==> config.mk <==
export PLATFORM = sky130hd
export DESIGN_NAME = sgtx_dma
export DESIGN_NICKNAME = d
export VERILOG_FILES = /design/src/rtl/sgtx_pkg.sv /design/src/rtl/sgtx_packer.sv /design/src/rtl/sgtx_walker.sv /design/src/rtl/sgtx_regs.sv /design/src/rtl/sgtx_dma.sv
export SDC_FILE = /design/constraint.sdc
export NUM_CORES = 1
export LEC_CHECK = 0
export ABC_AREA = 1
export ABC_CLOCK_PERIOD_IN_PS = 3900
export BUFFER_PORTS_ARGS = -buffer_cell sky130_fd_sc_hd__buf_2
export CAP_MARGIN = 25
export CORE_ASPECT_RATIO = 1.5
export CORE_MARGIN = 5
export CORE_UTILIZATION = 49
export DETAILED_ROUTE_END_ITERATION = 16
export PLACE_DENSITY_LB_ADDON = 0.08
export SYNTH_ARGS = -nofsm -noshare
export SYNTH_HDL_FRONTEND = slang
export SYNTH_SLANG_ARGS = --single-unit
==> constraint.sdc <==
create_clock -name clk -period 3.9 [get_ports clk]
set_input_delay 0.195 -clock clk [delete_from_list [all_inputs] [get_ports clk]]
set_output_delay 0.195 -clock clk [all_outputs]
set_load 0.02 [all_outputs]
==> src/rtl/sgtx_pkg.sv <==
package sgtx_pkg;
  localparam int ST_IOE = 30;
  localparam int ST_CMP = 28;
  localparam int ST_SOP = 27;
  localparam int ST_EOP = 26;

  localparam logic [6:0] OFF_NXT  = 7'h00;
  localparam logic [6:0] OFF_BADR = 7'h04;
  localparam logic [6:0] OFF_BLEN = 7'h08;
  localparam logic [6:0] OFF_CUR  = 7'h0C;
  localparam logic [6:0] OFF_TAIL = 7'h10;
  localparam logic [6:0] OFF_CTRL = 7'h14;
  localparam logic [6:0] OFF_ISTS = 7'h18;
  localparam logic [6:0] OFF_CSTS = 7'h1C;
  localparam logic [6:0] OFF_SRST = 7'h40;

  localparam int CTRL_MIE    = 7;
  localparam int CTRL_THR_LO = 16;
  localparam int CTRL_DLY_LO = 24;
  localparam int FLD_W       = 8;

  localparam logic [31:0] STAT_WORD_OFS = 32'd12;

  typedef enum logic [2:0] {
    W_IDLE, W_FETCH, W_CHECK, W_RD, W_DRAIN, W_WB
  } walk_state_t;
endpackage

==> src/rtl/sgtx_packer.sv <==
module sgtx_packer
  import sgtx_pkg::*;
#(
  parameter int WORD_W = 32
) (
  input  logic              clk,
  input  logic              rst_n,
  input  logic              srst,
  input  logic              load,
  input  logic [WORD_W-1:0] word,
  input  logic [2:0]        nbytes,
  input  logic              sof,
  input  logic              eof,
  output logic              idle,
  output logic [7:0]        tx_data,
  output logic              tx_valid,
  input  logic              tx_ready,
  output logic              tx_sof,
  output logic              tx_eof
);
  logic [WORD_W-1:0] sh_q, sh_d;
  logic [2:0]        cnt_q, cnt_d;
  logic              sof_q, sof_d, eof_q, eof_d;
  logic              fire;

  assign tx_valid = (cnt_q != 3'd0);
  assign idle     = (cnt_q == 3'd0);
  assign tx_data  = sh_q[7:0];
  assign tx_sof   = sof_q;
  assign tx_eof   = eof_q && (cnt_q == 3'd1);
  assign fire     = tx_valid && tx_ready;

  always_comb begin
    sh_d  = sh_q;
    cnt_d = cnt_q;
    sof_d = sof_q;
    eof_d = eof_q;
    if (load) begin
      sh_d  = word;
      cnt_d = nbytes;
      sof_d = sof;
      eof_d = eof;
    end else if (fire) begin
      sh_d  = sh_q >> 8;
      cnt_d = cnt_q - 3'd1;
      sof_d = 1'b0;
    end
    if (srst) begin
      sh_d  = '0;
      cnt_d = '0;
      sof_d = 1'b0;
      eof_d = 1'b0;
    end
  end

  always_ff @(posedge clk or negedge rst_n) begin
    if (!rst_n) begin
      sh_q  <= '0;
      cnt_q <= '0;
      sof_q <= 1'b0;
      eof_q <= 1'b0;
    end else begin
      sh_q  <= sh_d;
      cnt_q <= cnt_d;
      sof_q <= sof_d;
      eof_q <= eof_d;
    end
  end

  // a stalled byte holds its value
  assert_hold_stall_R3: assert property (@(posedge clk) disable iff (!rst_n)
    (tx_valid && !tx_ready && !srst) |=> (tx_valid && $stable(tx_data)));
  // the walker only hands over a word when the serializer is empty
  assert_load_idle_R3: assert property (@(posedge clk) disable iff (!rst_n)
    load |-> idle);
endmodule

==> src/rtl/sgtx_walker.sv <==
module sgtx_walker
  import sgtx_pkg::*;
#(
  parameter int LEN_W = 16
) (
  input  logic        clk,
  input  logic        rst_n,
  input  logic        srst,
  input  logic        start,
  input  logic        cur_wr,
  input  logic [31:0] cur_wdata,
  input  logic [31:0] tail_ptr,
  output logic        mem_req,
  output logic        mem_we,
  output logic [31:0] mem_addr,
  output logic [31:0] mem_wdata,
  input  logic [31:0] mem_rdata,
  input  logic        mem_ack,
  input  logic        pk_idle,
  output logic        pk_load,
  output logic [31:0] pk_word,
  output logic [2:0]  pk_nbytes,
  output logic        pk_sof,
  output logic        pk_eof,
  output logic        busy,
  output logic        done_pulse,
  output logic        done_ioe,
  output logic        err_pulse,
  output logic [31:0] cur_ptr,
  output logic [31:0] nxt_ptr,
  output logic [31:0] buf_addr,
  output logic [31:0] buf_len
);
  localparam logic [LEN_W-1:0] WORD_BYTES = LEN_W'(4);

  walk_state_t st_q, st_d;
  logic [31:0] cur_q, cur_d, nxt_q, nxt_d, badr_q, badr_d, blen_q, blen_d;
  logic [31:0] stat_q, stat_d;
  logic [1:0]  widx_q, widx_d;
  logic [LEN_W-1:0] off_q, off_d, rem;
  logic        last_word;

  assign rem       = blen_q[LEN_W-1:0] - off_q;
  assign last_word = (rem <= WORD_BYTES);
  assign busy      = (st_q != W_IDLE);
  assign cur_ptr   = cur_q;
  assign nxt_ptr   = nxt_q;
  assign buf_addr  = badr_q;
  assign buf_len   = blen_q;

  always_comb begin
    st_d = st_q; cur_d = cur_q; nxt_d = nxt_q; badr_d = badr_q;
    blen_d = blen_q; stat_d = stat_q; widx_d = widx_q; off_d = off_q;
    mem_req = 1'b0; mem_we = 1'b0; mem_addr = cur_q; mem_wdata = '0;
    pk_load = 1'b0; pk_word = mem_rdata; pk_nbytes = 3'd4;
    pk_sof = 1'b0; pk_eof = 1'b0;
    done_pulse = 1'b0; done_ioe = 1'b0; err_pulse = 1'b0;
    unique case (st_q)
      W_IDLE: begin
        if (cur_wr) cur_d = cur_wdata;
        if (start) begin
          widx_d = 2'd0;
          st_d   = W_FETCH;
        end
      end
      W_FETCH: begin
        mem_req  = 1'b1;
        mem_addr = cur_q + {28'd0, widx_q, 2'b00};
        if (mem_ack) begin
          unique case (widx_q)
            2'd0: nxt_d  = mem_rdata;
            2'd1: badr_d = mem_rdata;
            2'd2: blen_d = mem_rdata;
            default: stat_d = mem_rdata;
          endcase
          if (widx_q == 2'd3) st_d = W_CHECK;
          else widx_d = widx_q + 2'd1;
        end
      end
      W_CHECK: begin
        if (stat_q[ST_CMP]) begin
          err_pulse = 1'b1;
          st_d      = W_IDLE;
        end else if (blen_q[LEN_W-1:0] == '0) begin
          st_d = W_WB;
        end else begin
          off_d = '0;
          st_d  = W_RD;
        end
      end
      W_RD: begin
        mem_req  = pk_idle;
        mem_addr = badr_q + 32'(off_q);
        if (mem_ack) begin
          pk_load   = 1'b1;
          pk_nbytes = last_word ? rem[2:0] : 3'd4;
          pk_sof    = stat_q[ST_SOP] && (off_q == '0);
          pk_eof    = stat_q[ST_EOP] && last_word;
          off_d     = off_q + WORD_BYTES;
          st_d      = last_word ? W_DRAIN : W_RD;
        end
      end
      W_DRAIN: begin
        if (pk_idle) st_d = W_WB;
      end
      W_WB: begin
        mem_req   = 1'b1;
        mem_we    = 1'b1;
        mem_addr  = cur_q + STAT_WORD_OFS;
        mem_wdata = stat_q | (32'd1 << ST_CMP);
        if (mem_ack) begin
          done_pulse = 1'b1;
          done_ioe   = stat_q[ST_IOE];
          if (cur_q == tail_ptr) begin
            st_d = W_IDLE;
          end else begin
            cur_d  = nxt_q;
            widx_d = 2'd0;
            st_d   = W_FETCH;
          end
        end
      end
      default: st_d = W_IDLE;
    endcase
    if (srst) begin
      st_d = W_IDLE; cur_d = '0; nxt_d = '0; badr_d = '0; blen_d = '0;
      stat_d = '0; widx_d = '0; off_d = '0;
    end
  end

  always_ff @(posedge clk or negedge rst_n) begin
    if (!rst_n) begin
      st_q <= W_IDLE; cur_q <= '0; nxt_q <= '0; badr_q <= '0;
      blen_q <= '0; stat_q <= '0; widx_q <= '0; off_q <= '0;
    end else begin
      st_q <= st_d; cur_q <= cur_d; nxt_q <= nxt_d; badr_q <= badr_d;
      blen_q <= blen_d; stat_q <= stat_d; widx_q <= widx_d; off_q <= off_d;
    end
  end

  // completing the tail descriptor ends the walk
  assert_stop_at_tail_R2: assert property (@(posedge clk) disable iff (!rst_n)
    (done_pulse && (cur_ptr == tail_ptr) && !srst) |=> !busy);
  // a pre-completed descriptor halts the engine
  assert_err_halt_R10: assert property (@(posedge clk) disable iff (!rst_n)
    (err_pulse && !srst) |=> !busy);
  // no write-back right after an error stop
  assert_err_no_wb_R10: assert property (@(posedge clk) disable iff (!rst_n)
    err_pulse |=> !mem_we);
endmodule

==> src/rtl/sgtx_regs.sv <==
module sgtx_regs
  import sgtx_pkg::*;
(
  input  logic        clk,
  input  logic        rst_n,
  input  logic        reg_we,
  input  logic [6:0]  reg_addr,
  input  logic [31:0] reg_wdata,
  output logic [31:0] reg_rdata,
  input  logic        busy,
  input  logic        done_ioe,
  input  logic        err_pulse,
  input  logic [31:0] cur_ptr,
  input  logic [31:0] nxt_ptr,
  input  logic [31:0] buf_addr,
  input  logic [31:0] buf_len,
  output logic        srst,
  output logic        start,
  output logic        cur_wr,
  output logic [31:0] tail_ptr,
  output logic        irq
);
  logic [31:0] ctrl_q, ctrl_d, tail_q, tail_d;
  logic [2:0]  ists_q, ists_d;
  logic        err_q, err_d;
  logic [FLD_W-1:0] coal_q, coal_d, dcnt_q, dcnt_d, thr, dly;
  logic        arm_q, arm_d;
  logic        ists_w1c;

  assign srst     = reg_we && (reg_addr == OFF_SRST) && reg_wdata[0];
  assign start    = reg_we && (reg_addr == OFF_TAIL) && !busy;
  assign cur_wr   = reg_we && (reg_addr == OFF_CUR) && !busy;
  assign ists_w1c = reg_we && (reg_addr == OFF_ISTS);
  assign tail_ptr = tail_q;
  assign dly      = ctrl_q[CTRL_DLY_LO +: FLD_W];
  assign thr      = (ctrl_q[CTRL_THR_LO +: FLD_W] == '0) ? FLD_W'(1)
                                                         : ctrl_q[CTRL_THR_LO +: FLD_W];
  assign irq      = ctrl_q[CTRL_MIE] && (ists_q != 3'd0);

  always_comb begin
    unique case (reg_addr)
      OFF_NXT:  reg_rdata = nxt_ptr;
      OFF_BADR: reg_rdata = buf_addr;
      OFF_BLEN: reg_rdata = buf_len;
      OFF_CUR:  reg_rdata = cur_ptr;
      OFF_TAIL: reg_rdata = tail_q;
      OFF_CTRL: reg_rdata = ctrl_q;
      OFF_ISTS: reg_rdata = {29'd0, ists_q};
      OFF_CSTS: reg_rdata = {30'd0, busy, err_q};
      default:  reg_rdata = '0;
    endcase
  end

  always_comb begin
    ctrl_d = ctrl_q; tail_d = tail_q; ists_d = ists_q; err_d = err_q;
    coal_d = coal_q; dcnt_d = dcnt_q; arm_d = arm_q;
    if (reg_we && (reg_addr == OFF_CTRL)) ctrl_d = reg_wdata;
    if (start) begin
      tail_d = reg_wdata;
      err_d  = 1'b0;
    end
    if (ists_w1c) ists_d = ists_q & ~reg_wdata[2:0];
    if (done_ioe) begin
      if (({1'b0, coal_q} + 9'd1) >= {1'b0, thr}) begin
        ists_d[0] = 1'b1;
        coal_d    = '0;
        arm_d     = 1'b0;
      end else begin
        coal_d = coal_q + FLD_W'(1);
        arm_d  = (dly != '0);
        dcnt_d = '0;
      end
    end else if (arm_q) begin
      dcnt_d = dcnt_q + FLD_W'(1);
      if ((dcnt_q + FLD_W'(1)) == dly) begin
        ists_d[1] = 1'b1;
        arm_d     = 1'b0;
      end
    end
    if (err_pulse) begin
      ists_d[2] = 1'b1;
      err_d     = 1'b1;
    end
    if (srst) begin
      ctrl_d = '0; tail_d = '0; ists_d = '0; err_d = 1'b0;
      coal_d = '0; dcnt_d = '0; arm_d = 1'b0;
    end
  end

  always_ff @(posedge clk or negedge rst_n) begin
    if (!rst_n) begin
      ctrl_q <= '0; tail_q <= '0; ists_q <= '0; err_q <= 1'b0;
      coal_q <= '0; dcnt_q <= '0; arm_q <= 1'b0;
    end else begin
      ctrl_q <= ctrl_d; tail_q <= tail_d; ists_q <= ists_d; err_q <= err_d;
      coal_q <= coal_d; dcnt_q <= dcnt_d; arm_q <= arm_d;
    end
  end

  // an error stop is visible in the interrupt status
  assert_err_flag_R10: assert property (@(posedge clk) disable iff (!rst_n)
    (err_pulse && !srst) |=> ists_q[2]);
  // writing 1 to the coalesce bit clears it unless a new event lands
  assert_w1c_R8: assert property (@(posedge clk) disable iff (!rst_n)
    (ists_w1c && reg_wdata[0] && !done_ioe && !srst) |=> !ists_q[0]);
  // tail writes while busy leave the tail untouched
  assert_busy_tail_R11: assert property (@(posedge clk) disable iff (!rst_n)
    (reg_we && (reg_addr == OFF_TAIL) && busy && !srst) |=> $stable(tail_q));
endmodule

==> src/rtl/sgtx_dma.sv <==
module sgtx_dma
  import sgtx_pkg::*;
#(
  parameter int LEN_W = 16
) (
  input  logic        clk,
  input  logic        rst_n,
  input  logic        reg_we,
  input  logic [6:0]  reg_addr,
  input  logic [31:0] reg_wdata,
  output logic [31:0] reg_rdata,
  output logic        mem_req,
  output logic        mem_we,
  output logic [31:0] mem_addr,
  output logic [31:0] mem_wdata,
  input  logic [31:0] mem_rdata,
  input  logic        mem_ack,
  output logic [7:0]  tx_data,
  output logic        tx_valid,
  input  logic        tx_ready,
  output logic        tx_sof,
  output logic        tx_eof,
  output logic        irq
);
  logic        srst, start, cur_wr, busy, done_pulse, done_ioe, err_pulse;
  logic [31:0] tail_ptr, cur_ptr, nxt_ptr, buf_addr, buf_len;
  logic        pk_idle, pk_load, pk_sof, pk_eof;
  logic [31:0] pk_word;
  logic [2:0]  pk_nbytes;

  sgtx_regs u_regs (
    .clk(clk), .rst_n(rst_n), .reg_we(reg_we), .reg_addr(reg_addr),
    .reg_wdata(reg_wdata), .reg_rdata(reg_rdata), .busy(busy),
    .done_ioe(done_ioe), .err_pulse(err_pulse), .cur_ptr(cur_ptr),
    .nxt_ptr(nxt_ptr), .buf_addr(buf_addr), .buf_len(buf_len),
    .srst(srst), .start(start), .cur_wr(cur_wr), .tail_ptr(tail_ptr),
    .irq(irq)
  );

  sgtx_walker #(.LEN_W(LEN_W)) u_walker (
    .clk(clk), .rst_n(rst_n), .srst(srst), .start(start), .cur_wr(cur_wr),
    .cur_wdata(reg_wdata), .tail_ptr(tail_ptr), .mem_req(mem_req),
    .mem_we(mem_we), .mem_addr(mem_addr), .mem_wdata(mem_wdata),
    .mem_rdata(mem_rdata), .mem_ack(mem_ack), .pk_idle(pk_idle),
    .pk_load(pk_load), .pk_word(pk_word), .pk_nbytes(pk_nbytes),
    .pk_sof(pk_sof), .pk_eof(pk_eof), .busy(busy), .done_pulse(done_pulse),
    .done_ioe(done_ioe), .err_pulse(err_pulse), .cur_ptr(cur_ptr),
    .nxt_ptr(nxt_ptr), .buf_addr(buf_addr), .buf_len(buf_len)
  );

  sgtx_packer #(.WORD_W(32)) u_packer (
    .clk(clk), .rst_n(rst_n), .srst(srst), .load(pk_load), .word(pk_word),
    .nbytes(pk_nbytes), .sof(pk_sof), .eof(pk_eof), .idle(pk_idle),
    .tx_data(tx_data), .tx_valid(tx_valid), .tx_ready(tx_ready),
    .tx_sof(tx_sof), .tx_eof(tx_eof)
  );
endmodule

== Word level (Yosys, flattened, before mapping) ==
Cells that the tools add are included.
Storage, ports and cells
  output and inout bits: 110
  bits of input ports: 76
  bits in registers: 303
  logic and storage cells: 220
Operators by class
  reduce and logical (&&, ||, !) cells: 52
  magnitude comparators: 2
  add/subtract/negate cells: 10
  mux-type cells: 102
  equality and inequality tests: 32
  bitwise logic cells: 2
Operators with widths (count)
  $mux 32: 28
  $pmux 32 s8: 1
  $pmux 32 s3: 1
  $mux 16: 4
  $mux 8: 8
  $pmux 32 s2: 1
  $mux 3: 18
  $ne 3x3->1 const B: 11
  $add 32x16->32: 1
  $add 32x4->32: 1
  $add 32x4->32 const B: 1
  $eq 32x32->1: 1
  $logic_not 16->1: 2
  $pmux 16 s2: 1
  $mux 1: 31
  $eq 7x5->1 const B: 4
  $reduce_bool 3->1: 9
  $pmux 3 s6: 1
  $reduce_bool 2->1: 9
  $add 16x3->16 const B: 1
  $add 8x1->8 const B: 2
  $le 16x3->1 const B: 1
  $sub 16x16->16: 1
  $eq 7x4->1 const B: 2
  33 further kinds: 60

== Longest topological paths before layout ==
  depth in word-level cells: 7
  depth in mapped cells: 22
  gate-level depth less buffers: 21

== Cells and area by module ==
Synthesis repeated with hierarchy kept, for this count alone.
Second synthesis, totals
  cells, all modules: 2818
  area total of the unflattened synthesis: 19870.3 um^2
By module, submodules not included
  sgtx_walker: cells each 1757, times used 1, area each 12116.6 um^2, sequential area each 4479.3 um^2
  sgtx_regs: cells each 787, times used 1, area each 5733.0 um^2, sequential area each 2127.0 um^2
  sgtx_packer: cells each 274, times used 1, area each 2020.7 um^2, sequential area each 925.9 um^2

== Least setup slack after synthesis ==
No wires, ideal clock.
  path kind: reg2out
  start point: reg u_walker.st_q[0]
  end point: out mem_addr[28]
  required time: 3.705 ns
  path buffers: 1
  arrival time: 3.126 ns
  path slack: 0.579 ns
  stages on the path, launching flop included: 22
  cells stage by stage: dfrtp_1 -> inv_2 -> nor2_4 -> inv_4 -> nor2_4 -> inv_4 -> clkbuf_1 -> nand2_1 -> ha_1 -> inv_1 -> fa_1 -> inv_1 -> nand2_1 -> nor3_2 -> nand4_1 -> nor2_1 -> nand4_1 -> nor2_1 -> nand2_1 -> nor2_1 -> nand2_1 -> o211ai_1
On the way
  word-level cells in the longest chain between the ends: 2
  elaborated cells between the ends (all ways): 4
  those cells by class: 3 x eq/ne; 1 x mux
Ends and longest elaborated chain
  start, declared: line sgtx_walker.sv:36  | walk_state_t st_q, st_d;
  start signal, assigned: line sgtx_walker.sv:136  | st_q <= st_d; cur_q <= cur_d; nxt_q <= nxt_d; badr_q <= badr_d;
  $eq 3x3->1, or another cell as far along: line sgtx_walker.sv:58  | unique case (st_q)
  $pmux 32 s3 *: line sgtx_walker.sv:58
  end, declared: line sgtx_dma.sv:14  | output logic [31:0] mem_addr,
Every way passes the cells marked *; elsewhere a longest branch is shown, timed or not.

== Final worst setup path ==
  start point: reg u_walker.st_q[1]
  end point: out mem_addr[28]
The elaborated chain is that of the path after synthesis.

==> metrics.cfg <==
[synthesis]
synth-seq-cells=301
syn_avg_cell_area_sq_um=7.422
synth_edf_count=0
ys_warn_count=0
netlist_area_sq_um=17780
synthCells=2395
synthArstFlopShare_pct=100.0
ys.flop_type=dfrtp_1
syn_nets=2522
synth_cell_types=57
synth-seq-area-share_pct=42.37

[critical_path]
r2r_cells=14
critPathLaunchType=flip-flop
arrival_ns=3.81
cp-end-kind=primary output
crit_fanout=3
worstPathRequired_ns=3.70
criticalPathCategory=flip-flop to primary output

[min_path]
holdPathStages=3
hold_class=input port to flip-flop

[floorplan]
die_width_um=165.5
die_area_sq_um=40260
die_h_um=243.3
start_util_pct=49.60
rows=85
coreArea_sq_um=35840
ios=186

[pwr]
peakVddDrop_v=0.0004441
clkPwrFrac_pct=23.1
power_density_nw_per_um2=666.2
power_frac_seq_pct=37.9
power_frac_comb_pct=39.0
intPower_mw=7.945
p_sw_mw=5.998
leakagePower_nw=10.26
p_sw_share_pct=43.02

[grt]
grt_usage_pct=32.47
grt_max_degree=118
grt_pass1_vias=17100
grt_overflow=0
antenna_found_initial=0
grt_pass1_wl_mm=101.2

[timing]
holdWs_ns=0.03796
rsz0062_at_grt=yes
hold_viol=0
finalSetupTns_ns=-0.4858
fin_crit_sh_pct=102.6
setup_viol=6
worst_pin_slew_ns=0.9766
fmax_ghz=0.2498
fin_ws_ns=-0.1030
fin_crit_ns=4.003
maxSlewViolCount=0
finalClockSkew_ns=0.01994
max_slew_margin_pct=34.89

[placed_design]
hpwl_mm=49.37
gp_congestion=0.9539
dp_cells=2974
io_buffer_count=185
place_ws_ns=0.2134

[cells_and_area]
final_cell_mix=693 x nand2_1, 307 x o21ai_0, 300 x dfrtp_1
syn_to_final_growth_pct=17.74
finalNetCount=2728
layout-drive-gt1-share_pct=13.83
diodes=0
stdcell_count=3102
final_common_cell=nand2_1

[clock_tree]
tritoncts=yes
cts.sinks=301
clock_path_buffers=3
root_buffer=clkbuf_16
clk_pin_slew_ns=0.06
htreeDepth=1
cts_buffers=31
clk_latency_ns=0.58

[drt]
drt-total-wl_mm=66.47
drt_iter0_drc=1900
drc=0
antenna_left=0
wl_per_cell_um=21.43
vias=18030
routed_via_density=5.811
dr.pass1.iters=8

[status]
violations=negative setup slack
status=finished, violations left

[job]
max-cap-violations=0

==> cells in the mapped netlist, types with 4 or more instances <==
master | n | area share, %
o2111ai_1 | 7 | 0.34
nand3_1 | 110 | 3.1
clkbuf_1 | 75 | 1.6
o22ai_1 | 31 | 1.1
a22o_1 | 8 | 0.39
xnor2_1 | 14 | 0.69
o31ai_1 | 6 | 0.25
nand4_1 | 31 | 1.1
nand2_1 | 697 | 15
o221ai_1 | 16 | 0.79
buf_4 | 13 | 0.55
ha_1 | 50 | 3.5
inv_2 | 10 | 0.21
a21oi_1 | 65 | 1.8
o21ai_1 | 42 | 1.2
nor2_4 | 6 | 0.38
a221oi_1 | 34 | 1.7
nor2_2 | 7 | 0.25
a31oi_1 | 4 | 0.14
or2_2 | 9 | 0.32
buf_2 | 23 | 0.65
nor2_1 | 135 | 2.9
nor4_1 | 12 | 0.42
dfrtp_1 | 301 | 42
inv_1 | 239 | 5.0
o21ai_0 | 311 | 8.8
o211ai_1 | 19 | 0.80
xor2_1 | 15 | 0.74
nor3_1 | 27 | 0.76
a22oi_1 | 33 | 1.4
==> power by group through the flow <==
stage / sequential [mW] / clock [mW] / combinational (mW)
5_1_grt: 5.38 / 3.38 / 6.10
3_5_place_dp: 5.27 / 0 / 5.14
6_report: 5.29 / 3.22 / 5.43
4_1_cts: 5.23 / 3.26 / 5.29
3_3_place_gp: 5.25 / 0 / 5.06
2_1_floorplan: 4.76 / 0 / 3.80
==> critical path: stages, from the launching register on <==
cell	delay, ns
dfrtp_1	0.42
nor2_4	0.16
inv_4	0.05
nor2_4	0.11
inv_4	0.06
nand2_4	0.06
ha_4	0.12
inv_2	0.04
fa_2	0.36
inv_2	0.10
nand2_4	0.06
nor3_4	0.13
nand4_1	0.30
nor2_2	0.22
nand4_1	0.27
nor2_2	0.23
nand2_2	0.09
nor2_2	0.13
nand2_1	0.07
o211ai_1	0.09
buf_4	0.17
==> cell type report <==
cell class | instances | area [sq um]
Fill cell | 3456 | 14910
Multi-Input combinational cell | 1726 | 8869
Sequential cell | 301 | 7533
Timing Repair Buffer | 287 | 1879
Inverter | 254 | 958.4
Clock buffer | 44 | 894.6
Tap cell | 478 | 598.1
Clock inverter | 12 | 197.7
==> registers in the layout, summed over array words and instances (netlist names), 8 cells and up <==
register / cells
u_walker.off_q: 14
u_walker.buf_len: 32
u_packer.sh_q: 32
u_walker.buf_addr: 32
u_walker.cur_ptr: 32
u_regs.coal_q: 8
u_walker.nxt_ptr: 32
u_regs.tail_ptr: 32
u_walker.stat_q: 32
u_regs.dcnt_q: 8
u_regs.ctrl_q: 32
==> kinds of logic (layout without fill, tap and decap cells) <==
family / count (synthesis) / count (layout) / synth area share [%]
AOI/OAI and AO/OA: 595 / 595 / 19.61
xor gates and xnor gates: 29 / 29 / 1.429
adders and majority gates: 51 / 51 / 3.632
buffers and inverters: 368 / 597 / 8.278
DFF: 301 / 301 / 42.37
muxes: 3 / 3 / 0.1689
other: 1 / 1 / 0.02110
and+or+nand+nor: 1047 / 1047 / 24.49
==> per-stage QoR <==
stage          instance area (sq um)  utilization (%)  power (mW)
3_3_place_gp                   19060            53.19       10.32
2_1_floorplan                  17780                -       8.562
6_report                       20930            58.40       13.94
3_5_place_dp                   19060            53.19       10.41
5_1_grt                        20930            58.40       14.86
4_1_cts                        20760            57.91       13.77
==> what timing repair did <==
action,in CTS,in global routing
setup buffers,26,9
endpoints found under the hold margin,211,0
endpoints found under the setup margin,7,9
gates resized for setup,17,20
hold buffers,36,0
pin swaps,11,13
==> layer usage <==
layer  track usage [%]  wire, um
met4             11.29      2634
met1             44.62     27410
met5                 0         0
met2             52.78     30920
met3             4.329      5514
==> worst paths after layout <==
kind,end,slack (ns),from
max,mem_addr[28],-0.10,u_walker.st_q[1]
min,u_walker.buf_addr[31],0.04,mem_rdata[31]
max reg2reg,u_walker.off_q[8],0.66,u_walker.st_q[1]
min reg2reg,u_packer.sh_q[29],0.48,u_packer.sh_q[29]
max in group asynchronous,u_packer.sh_q[8],2.68,rst_n
min in group asynchronous,u_regs.dcnt_q[0],0.24,rst_n
(Power assumes the default switching activity.)
